<file path="src/rtl/buf_arb_pkg.sv">
// Package: shared owner type and tie-break function for the buffer arbiter.
// Assumes two requesters only; a value outside the enum never occurs.
package buf_arb_pkg;

    typedef enum logic [1:0] {
        OWN_NONE = 2'd0,
        OWN_CPU  = 2'd1,
        OWN_HOST = 2'd2
    } own_t;

    // Choose an owner among the live requests; host_first breaks a tie.
    function automatic own_t pick_owner(input logic c, input logic h, input logic host_first);
        if (c && h)  return host_first ? OWN_HOST : OWN_CPU;
        else if (c)  return OWN_CPU;
        else if (h)  return OWN_HOST;
        else         return OWN_NONE;
    endfunction

endpackage

</file>
<file path="src/rtl/buf_arb_host_regs.sv">
// Host register file: request flag, priority bit and count-clear strobe.
// Assumes one register write per cycle. A done pulse counts only while
// the host owns the buffer, and it wins over a request write in the same cycle.
module buf_arb_host_regs #(
    parameter int RAW       = 4,
    parameter int REQ_ADDR  = 4'hA,
    parameter int PRIO_ADDR = 4'h2,
    parameter int CLR_ADDR  = 4'h3
) (
    input  logic           clk,
    input  logic           rst_n,
    input  logic           hreg_wr,
    input  logic [RAW-1:0] hreg_addr,
    input  logic           hreg_bit,
    input  logic           host_owns,
    input  logic           hx_done,
    output logic           host_pend,
    output logic           host_first,
    output logic           count_clr
);
    logic req_hit, prio_hit;

    // Address decode of the three host registers.
    always_comb begin
        req_hit   = hreg_wr && (hreg_addr == RAW'(REQ_ADDR));
        prio_hit  = hreg_wr && (hreg_addr == RAW'(PRIO_ADDR));
        count_clr = hreg_wr && (hreg_addr == RAW'(CLR_ADDR));
    end

    // Request flag: set by a write of 1, cleared when the owned transfer ends.
    always_ff @(posedge clk) begin
        if (!rst_n)                    host_pend <= 1'b0;
        else if (host_owns && hx_done) host_pend <= 1'b0;
        else if (req_hit && hreg_bit)  host_pend <= 1'b1;
    end

    // Priority bit: loaded from the data bit on a write to its address.
    always_ff @(posedge clk) begin
        if (!rst_n)        host_first <= 1'b0;
        else if (prio_hit) host_first <= hreg_bit;
    end

endmodule

</file>
<file path="src/rtl/buf_arb_fsm.sv">
// Ownership state machine. It holds the owner until that side releases,
// then decides again in the same cycle among the requests still live.
// Assumes host_pend is the registered request flag from the register file.
module buf_arb_fsm
    import buf_arb_pkg::*;
(
    input  logic clk,
    input  logic rst_n,
    input  logic cpu_req,
    input  logic host_pend,
    input  logic hx_done,
    input  logic host_first,
    output own_t owner
);
    own_t owner_nxt;

    // Next owner: keep it while the owner still holds on, otherwise decide again.
    always_comb begin
        unique case (owner)
            OWN_CPU:  owner_nxt = cpu_req ? OWN_CPU : pick_owner(1'b0, host_pend, host_first);
            OWN_HOST: owner_nxt = !hx_done ? OWN_HOST : pick_owner(cpu_req, 1'b0, host_first);
            default:  owner_nxt = pick_owner(cpu_req, host_pend, host_first);
        endcase
    end

    // Owner register.
    always_ff @(posedge clk) begin
        if (!rst_n) owner <= OWN_NONE;
        else        owner <= owner_nxt;
    end

endmodule

</file>
<file path="src/rtl/buf_arb_path.sv">
// Buffer data path: steers the owner's access onto the buffer, returns
// read data with a per-side valid flag one cycle later, and counts writes
// up to a saturation limit. Assumes the buffer reads synchronously (one cycle).
module buf_arb_path
    import buf_arb_pkg::*;
#(
    parameter int AW   = 10,
    parameter int DW   = 32,
    parameter int CMAX = 2048,
    localparam int CW  = $clog2(CMAX + 1)
) (
    input  logic          clk,
    input  logic          rst_n,
    input  own_t          owner,
    input  logic          cpu_req,
    input  logic          cpu_we,
    input  logic [AW-1:0] cpu_addr,
    input  logic [DW-1:0] cpu_wdata,
    input  logic          hx_valid,
    input  logic          hx_we,
    input  logic [AW-1:0] hx_addr,
    input  logic [DW-1:0] hx_wdata,
    input  logic          count_clr,
    input  logic [DW-1:0] buf_rdata,
    output logic [AW-1:0] buf_addr,
    output logic [DW-1:0] buf_wdata,
    output logic          buf_we,
    output logic [DW-1:0] rd_data,
    output logic          cpu_rvalid,
    output logic          host_rvalid,
    output logic [CW-1:0] valid_count
);
    logic cpu_rd, host_rd;

    // Steer the buffer from the current owner; no owner means no write.
    always_comb begin
        buf_addr  = '0;
        buf_wdata = '0;
        buf_we    = 1'b0;
        cpu_rd    = 1'b0;
        host_rd   = 1'b0;
        unique case (owner)
            OWN_CPU: begin
                buf_addr  = cpu_addr;
                buf_wdata = cpu_wdata;
                buf_we    = cpu_req && cpu_we;
                cpu_rd    = cpu_req && !cpu_we;
            end
            OWN_HOST: begin
                buf_addr  = hx_addr;
                buf_wdata = hx_wdata;
                buf_we    = hx_valid && hx_we;
                host_rd   = hx_valid && !hx_we;
            end
            default: ;
        endcase
        rd_data = buf_rdata;
    end

    // Read-valid flags follow the owner's read by one cycle.
    always_ff @(posedge clk) begin
        if (!rst_n) begin
            cpu_rvalid  <= 1'b0;
            host_rvalid <= 1'b0;
        end else begin
            cpu_rvalid  <= cpu_rd;
            host_rvalid <= host_rd;
        end
    end

    // Saturating write counter; a clear wins over an increment.
    always_ff @(posedge clk) begin
        if (!rst_n || count_clr)                   valid_count <= '0;
        else if (buf_we && valid_count < CW'(CMAX)) valid_count <= valid_count + 1'b1;
    end

endmodule

</file>
<file path="src/rtl/buf_arbiter.sv">
// Top: arbitrates a shared transfer buffer between a processor port and a
// host that requests through a register write. Assumes a single clock
// domain and a synchronous active-low reset.
module buf_arbiter
    import buf_arb_pkg::*;
#(
    parameter int AW   = 10,
    parameter int DW   = 32,
    parameter int CMAX = 2048,
    localparam int CW  = $clog2(CMAX + 1)
) (
    input  logic          clk,
    input  logic          rst_n,
    input  logic          cpu_req,
    input  logic          cpu_we,
    input  logic [AW-1:0] cpu_addr,
    input  logic [DW-1:0] cpu_wdata,
    output logic          cpu_gnt,
    output logic          cpu_rvalid,
    input  logic          hreg_wr,
    input  logic [3:0]    hreg_addr,
    input  logic          hreg_bit,
    input  logic          hx_valid,
    input  logic          hx_we,
    input  logic [AW-1:0] hx_addr,
    input  logic [DW-1:0] hx_wdata,
    input  logic          hx_done,
    output logic          host_gnt,
    output logic          host_rvalid,
    output logic          host_pend,
    output logic          host_first,
    output logic [AW-1:0] buf_addr,
    output logic [DW-1:0] buf_wdata,
    output logic          buf_we,
    input  logic [DW-1:0] buf_rdata,
    output logic [DW-1:0] rd_data,
    output logic [CW-1:0] valid_count
);
    own_t owner;
    logic count_clr;

    // Grant outputs decoded from the owner register.
    always_comb begin
        cpu_gnt  = (owner == OWN_CPU);
        host_gnt = (owner == OWN_HOST);
    end

    buf_arb_host_regs #(.RAW(4)) u_regs (
        .clk(clk), .rst_n(rst_n),
        .hreg_wr(hreg_wr), .hreg_addr(hreg_addr), .hreg_bit(hreg_bit),
        .host_owns(host_gnt), .hx_done(hx_done),
        .host_pend(host_pend), .host_first(host_first), .count_clr(count_clr)
    );

    buf_arb_fsm u_fsm (
        .clk(clk), .rst_n(rst_n),
        .cpu_req(cpu_req), .host_pend(host_pend), .hx_done(hx_done),
        .host_first(host_first), .owner(owner)
    );

    buf_arb_path #(.AW(AW), .DW(DW), .CMAX(CMAX)) u_path (
        .clk(clk), .rst_n(rst_n), .owner(owner),
        .cpu_req(cpu_req), .cpu_we(cpu_we), .cpu_addr(cpu_addr), .cpu_wdata(cpu_wdata),
        .hx_valid(hx_valid), .hx_we(hx_we), .hx_addr(hx_addr), .hx_wdata(hx_wdata),
        .count_clr(count_clr), .buf_rdata(buf_rdata),
        .buf_addr(buf_addr), .buf_wdata(buf_wdata), .buf_we(buf_we), .rd_data(rd_data),
        .cpu_rvalid(cpu_rvalid), .host_rvalid(host_rvalid), .valid_count(valid_count)
    );

endmodule

</file>
<file path="config.mk">
export PLATFORM = sky130hd
export DESIGN_NAME = buf_arbiter
export DESIGN_NICKNAME = d
export VERILOG_FILES = /design/src/rtl/buf_arb_pkg.sv /design/src/rtl/buf_arb_host_regs.sv /design/src/rtl/buf_arb_fsm.sv /design/src/rtl/buf_arb_path.sv /design/src/rtl/buf_arbiter.sv
export SDC_FILE = /design/constraint.sdc
export NUM_CORES = 1
export LEC_CHECK = 0
export BUFFER_PORTS_ARGS = -buffer_cell sky130_fd_sc_hd__buf_2
export CORE_AREA = 3 3 86 88
export CTS_BUF_LIST = sky130_fd_sc_hd__clkbuf_8
export DETAILED_ROUTE_END_ITERATION = 8
export DIE_AREA = 0 0 89 91
export MAX_ROUTING_LAYER = met4
export PLACE_DENSITY = 0.69
export SETUP_SLACK_MARGIN = 0.15
export SLEW_MARGIN = 20
export SYNTH_ARGS = -nofsm -noshare
export SYNTH_HDL_FRONTEND = slang
export SYNTH_SLANG_ARGS = --single-unit
</file>
<file path="constraint.sdc">
create_clock -name clk -period 2.8 [get_ports clk]
set_input_delay 0.56 -clock clk [delete_from_list [all_inputs] [get_ports clk]]
set_output_delay 0.56 -clock clk [all_outputs]
set_load 0.05 [all_outputs]
</file>
After elaboration in Yosys (flattened, before gate mapping)

Index checks and enable logic that the tools add are counted.

Register bits after elaboration: 18
Bits in latches: 0
Memory bits (writable): 0
ROM bits: 0
Input port bits: 129
Word-level logic and storage cells: 42
Memories: 0

Add/subtract/negate cells: 1
$mul: 0
Divide/modulo/power cells: 0
$lt $le $gt $ge: 1
Equality and inequality tests: 5
Shifts and indexed selects: 0
Multiplexer cells: 10
Bitwise gates (word level): 1
Reductions and logical operators: 18

Operators by type and width:

| operator                | number |
|---|---|
| $pmux W32 S2            | 1 |
| $pmux W10 S2            | 1 |
| $add A12 B1 Y12 const B | 1 |
| $lt A12 B12 Y1 const B  | 1 |
| $logic_and A1 B1 Y1     | 11 |
| $mux W2                 | 5 |
| $eq A4 B2 Y1 const B    | 2 |
| $eq A4 B4 Y1 const B    | 1 |
| $pmux W2 S2             | 1 |
| $reduce_and A2 Y1       | 2 |
| $logic_not A1 Y1        | 3 |
| $eq A2 B1 Y1 const B    | 1 |
| $eq A2 B2 Y1 const B    | 1 |
| $pmux W1 S2             | 1 |
| $reduce_or A2 Y1        | 1 |
| $logic_or A1 B1 Y1      | 1 |
| $mux W1                 | 1 |
| $not A1 Y1              | 1 |

Logic depth before layout (Yosys ltp)

Gate-level depths: netlist of the first run.

Depth in word-level cells: 4
Gate-level depth with buffers: 6
Gate-level depth less buffers: 6

By module

From an unflattened synthesis of the first run, not the netlist that was laid out.

Cell total of the unflattened synthesis: 234
Area total of the unflattened synthesis: 1770.4 sq um

Modules (own cells, without submodules):

| module            | times used | cells each | area an instance (sq um) | seq. area each (sq um) |
|---|---|---|---|---|
| buf_arb_path      | 1          | 206        | 1525.2                   | 280.3 |
| buf_arb_fsm       | 1          | 14         | 123.9                    | 40.0 |
| buf_arb_host_regs | 1          | 12         | 106.4                    | 40.0 |
| buf_arbiter       | 1          | 2          | 15.0                     | 0.0 |

Worst setup path before layout of the first run

Ideal clock, no wire load.

Path type: reg-to-output
Start point: reg u_fsm.owner[0]
End point: out buf_addr[1]
Arrival: 1.989 ns
Data required time: 2.240 ns
Setup slack: 0.251 ns
Cell stages (with the launch flop): 7
Buffers on the path: 2
Path through: dfxtp_1 -> inv_1 -> ha_1 -> and2b_1 -> clkbuf_1 -> clkbuf_1 -> a22o_1

Longest elaborated chain between the ends: 2

Ends and longest elaborated chain:

| item                   | RTL line           | RTL |
|---|---|---|
| from (decl)            | buf_arb_fsm.sv:13  | `output own_t owner` |
| from (signal assigned) | buf_arb_fsm.sv:29  | `else owner <= owner_nxt;` |
| $eq A2 B2 Y1           | n/a                |  |
| net host_gnt           | buf_arbiter.sv:28  | `output logic host_gnt,` |
| $pmux W10 S2           | buf_arb_path.sv:42 | `unique case (owner)` |
| to (decl)              | buf_arbiter.sv:32  | `output logic [AW-1:0] buf_addr,` |

The timed path passes the listed nets, and every way through them passes these cells.

Worst setup path in the final report of the first run

Start point: reg u_fsm.owner[0]
End point: out buf_addr[2]

Longest elaborated chain between the ends: 2

Ends and longest elaborated chain:

| item                                                | RTL line |
|---|---|
| $eq A2 B2 Y1 / $eq A2 B1 Y1 (equally long branches) | buf_arb_path.sv:42 |
| $pmux W10 S2 (*)                                    | buf_arb_path.sv:42 |

Mark *: on every way between the ends. The rest lies on a longest branch, timed or not.

==> results.json, run 1 <==
{
  "clock_sinks": 18,
  "post_cts_buffers": 0,
  "vias_per_cell": 4.82,
  "layout-drive-gt1-share_pct": 57.8,
  "worst_r2r_startpoint": "u_fsm.owner[0]$_SDFF_PN0_",
  "crit_start": "u_fsm.owner[0]$_SDFF_PN0_",
  "hold_class": "register to register",
  "seq_power_share_pct": 40.4,
  "synth.avg_cell_area_um2": 8.85,
  "drv_slew": 0,
  "drtIter0Drc": 36,
  "clk_latency_ns": 0.26,
  "crit_arrival_ns": 2.01,
  "slowest_stage": "ha_2",
  "syn-num-nets": 319,
  "crit_required_ns": 2.24,
  "area_delta_synth_final_pct": 49.8,
  "holdWs_ns": 0.496,
  "start_kind": "register",
  "synthesis.instances": 185,
  "grt_max_degree": 42,
  "path_max_fanout": 40,
  "hold_depth": 2,
  "path_cells": "inv_1, ha_2, and2b_2, buf_12, a22o_1, clkbuf_4",
  "grt_pass1_vias": 1759,
  "p_sw_mw": 0.182,
  "ys_types": 35,
  "die_h_um": 91,
  "fp-row-count": 30,
  "die-area_mm2": 0.00810,
  "ctsHoldBuffers": 0,
  "synth-simple-area-share_pct": 16.7,
  "setup_viol": 0,
  "layout_common_cells": "buf_2, a22o_1, clkbuf_4",
  "fill_cells": 687,
  "status": "finished clean",
  "tightest_slew_ns": 0.303,
  "clk_pin_slew_ns": 0.07,
  "tritoncts": "yes",
  "synth-xor-area-share_pct": 4.28,
  "via_count": 1866,
  "r2r_slack_ns": 1.01,
  "fin_nets": 441,
  "power.density_mw_per_mm2": 261,
  "internal-power_mw": 0.458,
  "r2r-end": "u_path.valid_count[8]$_SDFFE_PP0P_",
  "drc": 0,
  "syn-cell-area_mm2": 0.00164,
  "start_util_pct": 24.4,
  "pin_count": 222,
  "numCtsBuffers": 3,
  "gp_congestion": 0.828,
  "synth-compound-area-share_pct": 32.6,
  "peakVddDrop_uv": 175,
  "p_leak_nw": 1.25,
  "ant_nets": 0,
  "synth_top_family_by_area": "compound AO/OA/AOI/OAI gates",
  "holdPathEnd": "u_path.valid_count[11]$_SDFFE_PP0P_",
  "grt_pass1_wl_um": 9490,
  "placed_cell_area_mm2": 0.00230,
  "fin_skew_ns": 0.00165,
  "fmax_mhz": 390,
  "maxCapViolCount": 0,
  "dp_hpwl_um": 5800,
  "end_kind": "output pin",
  "final_common_cell": "buf_2",
  "ctsHtreeMaxLevel": 1,
  "firstDrtPassIters": 4,
  "maxSlewHeadroom_pct": 79.7,
  "postLayoutCellArea_mm2": 0.00245,
  "timing.final.hold_violations": 0,
  "setup-tns-final_ns": 0,
  "swShare_pct": 28.5,
  "die_w_um": 89,
  "ctsLongestPathBuffers": 2,
  "cts_root_buffer": "clkbuf_8",
  "synth-seq-area-share_pct": 22.0,
  "synthAdderAreaFrac_pct": 3.82,
  "yosysWarnings": 0,
  "core_region_area_mm2": 0.00672,
  "grtUsageTotal_pct": 15.9,
  "place.port_buffers": 157,
  "crit_type": "register to output pin",
  "finalCritPeriodShare_pct": 91.7,
  "crit_buf_inv": 3,
  "slowest_delay_ns": 0.38,
  "antenna_found_initial": 1,
  "grt_overflow_total": 0,
  "worstHoldStart": "u_path.valid_count[11]$_SDFFE_PP0P_",
  "post-route-min-period_ns": 2.57,
  "wirelength_um": 6790,
  "wl_per_cell_um": 17.6,
  "rsz0062_at_grt": "false",
  "clkPwrFrac_pct": 33.8,
  "synthMuxAreaShare_pct": 1.22,
  "synth-seq-cells": 18,
  "comb_power_share_pct": 25.8,
  "crit_family": "buffers and inverters",
  "r2r_cells": 6
}
metal layers:
layer  up-vias  global-route usage (%)  wire length [um]
li1        897                       -                 -
met1       856                    18.1              2610
met2       105                    28.3              3560
met3         8                    3.90               561
met4         0                    2.23                61
met5         -                       -                 0
registers in the layout, summed over array words and instances, names as in the netlist:
signal,cells
u_path.host_rvalid,1
u_regs.host_pend,1
u_path.cpu_rvalid,1
u_fsm.owner,2
u_path.valid_count,12
u_regs.host_first,1
kinds of logic (layout without fill, tap and decap cells):
kind of cell               Yosys count  after routing
xor gates and xnor gates             8              8
buffers and inverters               52            173
adders and majority gates            5              5
muxes                                2              2
and+or+nand+nor                     40             40
other                                0              1
AOI/OAI and AO/OA                   60             60
DFF                                 18             18
timing repair:
| action | CTS | global route |
|---|---|---|
| resized for setup | 1 | 36 |
| pin swaps | 0 | 0 |
| endpoints found under the setup margin | 1 | 41 |
| endpoints found under the hold margin | 0 | 0 |
worst max-delay path by stage:
stage	endpoint	slack, ns	cells after the start
after floorplan	buf_addr[1]	0.25	6
after global placement	buf_wdata[8]	0.48	6
after detailed placement	buf_wdata[8]	0.42	6
after CTS	buf_wdata[2]	0.17	6
after global routing	buf_addr[3]	0.15	6
final	buf_addr[2]	0.23	6
power by group through the flow:
stage / registers [mW] / logic (mW) / clock network (mW)
after floorplan: 0.267 / 0.190 / 0
after global placement: 0.265 / 0.160 / 0
after detailed placement: 0.265 / 0.161 / 0
after CTS: 0.259 / 0.162 / 0.221
after global routing: 0.259 / 0.177 / 0.232
final: 0.259 / 0.165 / 0.217
per-stage QoR:
| step | total power [mW] | std cells | util [%] | setup slack [ns] |
|---|---|---|---|---|
| 2_1_floorplan | 0.457 | 185 | - | 0.251 |
| 3_3_place_gp | 0.424 | 382 | 34.3 | 0.476 |
| 3_5_place_dp | 0.426 | 382 | 34.3 | 0.422 |
| 4_1_cts | 0.642 | 386 | 35.1 | 0.167 |
| 5_1_grt | 0.667 | 387 | 36.5 | 0.155 |
| 6_report | 0.641 | 387 | 36.5 | 0.233 |
final cells by class:
cell class	instances	area [um2]	area share, %
multi-input cells	115	963	39.3
repair buffers	160	936	38.2
flip-flops and latches	18	360	14.7
well taps	80	100	4.08
clock buffers	4	55.1	2.25
inverters	9	33.8	1.38
diodes	1	2.50	0.102
worst reg2reg max path, delay by kind of cell (launching register included):
family / cells / cell delay (ns)
AOI/OAI and AO/OA: 1 / 0.41
buffers and inverters: 1 / 0.08
DFF: 1 / 0.36
and+or+nand+nor: 2 / 0.34
xor gates and xnor gates: 1 / 0.17
adders and majority gates: 1 / 0.33
cells in the mapped netlist:
cell type  instances  area share (%)
and4b_2            1            0.69
xnor2_1            8             4.3
and3_1             3             1.1
buf_2              1            0.31
nand2b_1           1            0.38
nor2_2             2            0.76
a31o_2             1            0.54
nand4_1            2            0.76
nand4b_4           2             2.9
a211oi_1           5             2.3
nor3b_1            2            0.92
a21oi_1            6             1.8
nand2_1            7             1.6
nor3_2             1            0.61
a2111oi_4          2             3.4
inv_1              9             2.1
nor2b_1            2            0.76
nor3_1             2            0.61
and2b_1            2            0.92
clkbuf_1           9             2.1
mux2i_1            2             1.2
ha_1               5             3.8
o31ai_1            1            0.46
nor2_1             9             2.1
nand3b_1           2            0.92
o21ba_2            1            0.61
o211a_1            1            0.61
nand3_1            1            0.31
a22oi_1            1            0.46
buf_1              1            0.23
buf_4             32              15
dfxtp_1           18              22
nand4_4            1             1.3
o31a_1             1            0.54
a22o_1            41              22
Power figures use the tool's default switching activity.
==> run 2, diff against run 1 <==
--- a/config.mk
+++ b/config.mk
@@ -5,13 +5,14 @@
 export SDC_FILE = /design/constraint.sdc
 export NUM_CORES = 1
 export LEC_CHECK = 0
+export ABC_AREA = 1
 export BUFFER_PORTS_ARGS = -buffer_cell sky130_fd_sc_hd__buf_2
-export CORE_AREA = 3 3 86 88
+export CORE_AREA = 3 3 84 86
 export CTS_BUF_LIST = sky130_fd_sc_hd__clkbuf_8
 export DETAILED_ROUTE_END_ITERATION = 8
-export DIE_AREA = 0 0 89 91
+export DIE_AREA = 0 0 87 89
 export MAX_ROUTING_LAYER = met4
-export PLACE_DENSITY = 0.69
+export PLACE_DENSITY = 0.76
 export SETUP_SLACK_MARGIN = 0.15
 export SLEW_MARGIN = 20
 export SYNTH_ARGS = -nofsm -noshare
==> results.json, run 2 <==
{
  "status": "finished clean",
  "power.density_mw_per_mm2": 254,
  "grtUsageTotal_pct": 16.5,
  "timing.final.hold_violations": 0,
  "clock_sinks": 18,
  "ctsHtreeMaxLevel": 1,
  "wirelength_um": 6430,
  "end_kind": "output pin",
  "ant_nets": 0,
  "largest-register": "u_path.valid_count",
  "pin_count": 222,
  "instances_no_fill": 514,
  "ctsLongestPathBuffers": 2,
  "yosysWarnings": 0,
  "synth-seq-area-share_pct": 19.4,
  "fp-row-count": 29,
  "wl_per_cell_um": 12.5,
  "hold_class": "primary input to register",
  "tightest_slew_ns": 0.279,
  "syn-cell-area_mm2": 0.00186,
  "maxSlewHeadroom_pct": 81.4,
  "netlist.top_cell.by_area": "nand2_1",
  "antenna_found_initial": 1,
  "cts_root_buffer": "clkbuf_8",
  "yosysMostFrequentCell": "nand2_1",
  "start_kind": "register",
  "netlist.area_leader.share_pct": 24.4,
  "start_util_pct": 29.3,
  "crit_arrival_ns": 1.69,
  "dp_cells": 509,
  "netlist_top_cells_area": "nand2_1, dfxtp_1, buf_4",
  "final.setup.worst_slack_ns": 0.553,
  "setup_viol": 0,
  "syn-num-nets": 453,
  "p_total_mw": 0.683,
  "die_w_um": 87,
  "crit_type": "register to output pin",
  "finalCritPeriodShare_pct": 80.3,
  "place.port_buffers": 157,
  "layout_common_cells": "buf_2, nand2_1, a21oi_2",
  "cts.repair.resized": 0,
  "ys_types": 26,
  "fmax_mhz": 445,
  "layout-drive-gt1-share_pct": 50.7,
  "async_flop_share_pct": 0,
  "numCtsBuffers": 3,
  "rsz0062_at_grt": "false",
  "slowest_stage": "dfxtp_1",
  "synthesis.instances": 319,
  "core_region_area_mm2": 0.00635,
  "peakVddDrop_uv": 267,
  "gp_congestion": 0.868,
  "crit_required_ns": 2.24,
  "path_max_fanout": 39,
  "die-area_mm2": 0.00774,
  "firstDrtPassIters": 4,
  "multiInputGateArea_mm2": 0.00125,
  "area_delta_synth_final_pct": 44.3,
  "drc": 0,
  "post-route-min-period_ns": 2.25,
  "grt_overflow_total": 0,
  "fill_cells": 657,
  "fin_nets": 571,
  "post_cts_buffers": 0,
  "yosys_most_used_dff": "dfxtp_1",
  "setup-tns-final_ns": 0,
  "synth-seq-cells": 18,
  "largest_reg_flops": 12,
  "fin_skew_ns": 0.00334,
  "synth_edf_count": 0,
  "vias_per_cell": 4.61,
  "drtIter0Drc": 68,
  "synth.avg_cell_area_um2": 5.83,
  "grt_pass1_wl_um": 10100,
  "synthTopCellsByCount": "nand2_1, a21oi_1, buf_4, nor2_1, inv_1",
  "grt_max_degree": 43,
  "die_h_um": 89,
  "slowest_delay_ns": 0.33,
  "drv_slew": 0,
  "tritoncts": "yes",
  "seqCellArea_um2": 360,
  "p_leak_nw": 1.27,
  "dp_hpwl_um": 5400,
  "clk_latency_ns": 0.26,
  "dpl_worst_slack_ns": 0.819,
  "final_common_cell": "buf_2",
  "grt_pass1_vias": 2167,
  "via_count": 2367,
  "reg_top3": "u_path.valid_count x12, u_fsm.owner x2",
  "path_cells": "inv_1, ha_1, buf_12, nand2_1, a21oi_2, buf_2",
  "maxCapViolCount": 0,
  "clk_pin_slew_ns": 0.07,
  "ctsHoldBuffers": 0
}
==> run 2: cell count changes after synthesis, sizes merged, moves of 4 or more <==
cell / before / now
a22o: 41 / 0
nand2: 7 / 124
buf: 34 / 43
inv: 9 / 20
a21oi: 6 / 49
clkbuf: 9 / 5
nand3: 1 / 11
nor2: 11 / 28
a211oi: 5 / 0
xnor2: 8 / 0
o21ai: 0 / 6
==> run 2: cells by family after synthesis <==
family,share of synthesized area (%)
xor gates and xnor gates,0.942
DFF,19.4
and+or+nand+nor,38.7
buffers and inverters,21.4
AOI/OAI and AO/OA,16.3
adders and majority gates,3.36
==> run 2: where the power goes <==
part           internal, mW  switching [mW]
clock                 0.125          0.0905
combinational        0.0797           0.128
sequential            0.258         0.00141
total                 0.463           0.220
==> run 2: final timing paths <==
kind	cells past startpoint	startpoint	endpoint	slack, ns
min reg2reg	2	u_path.valid_count[2]$_SDFFE_PP0P_	u_path.valid_count[2]$_SDFFE_PP0P_	0.49
max reg2reg	8	u_fsm.owner[0]$_SDFF_PN0_	u_path.valid_count[3]$_SDFFE_PP0P_	1.26
max	6	u_fsm.owner[0]$_SDFF_PN0_	buf_wdata[14]	0.55
min	2	cpu_we	u_path.cpu_rvalid$_SDFF_PN0_	0.48
==> run 2: layout make-up <==
class                           count  share of cell area, %
Clock buffer                        4                   2.05
Timing Repair Buffer              161                   31.3
Tap cell                           77                   3.59
Antenna cell                        1                 0.0932
Multi-Input combinational cell    233                   46.7
Inverter                           20                   2.80
Sequential cell                    18                   13.4
==> run 2: per-layer routing <==
metal	GRT usage [%]	part of all wire [%]	routed length (um)
met5	-	0	0
met4	2.69	0.062	4
met3	3.50	8.4	542
met2	29.9	52	3350
met1	18.9	39	2540
==> run 2: critical path: cells and delay by family, from the launching register on <==
kind | cells | cell delay (ns)
DFF | 1 | 0.33
buffers and inverters | 3 | 0.58
and+or+nand+nor | 1 | 0.10
adders and majority gates | 1 | 0.29
AOI/OAI and AO/OA | 1 | 0.12
==> run 2: stage by stage <==
stage	hold slack (ns)	cell area [um2]	utilization, %
2_1_floorplan	0.632	2010	-
3_3_place_gp	0.472	2630	41.4
3_5_place_dp	0.481	2630	41.4
4_1_cts	0.481	2680	42.2
5_1_grt	0.476	2690	42.3
6_report	0.484	2690	42.3
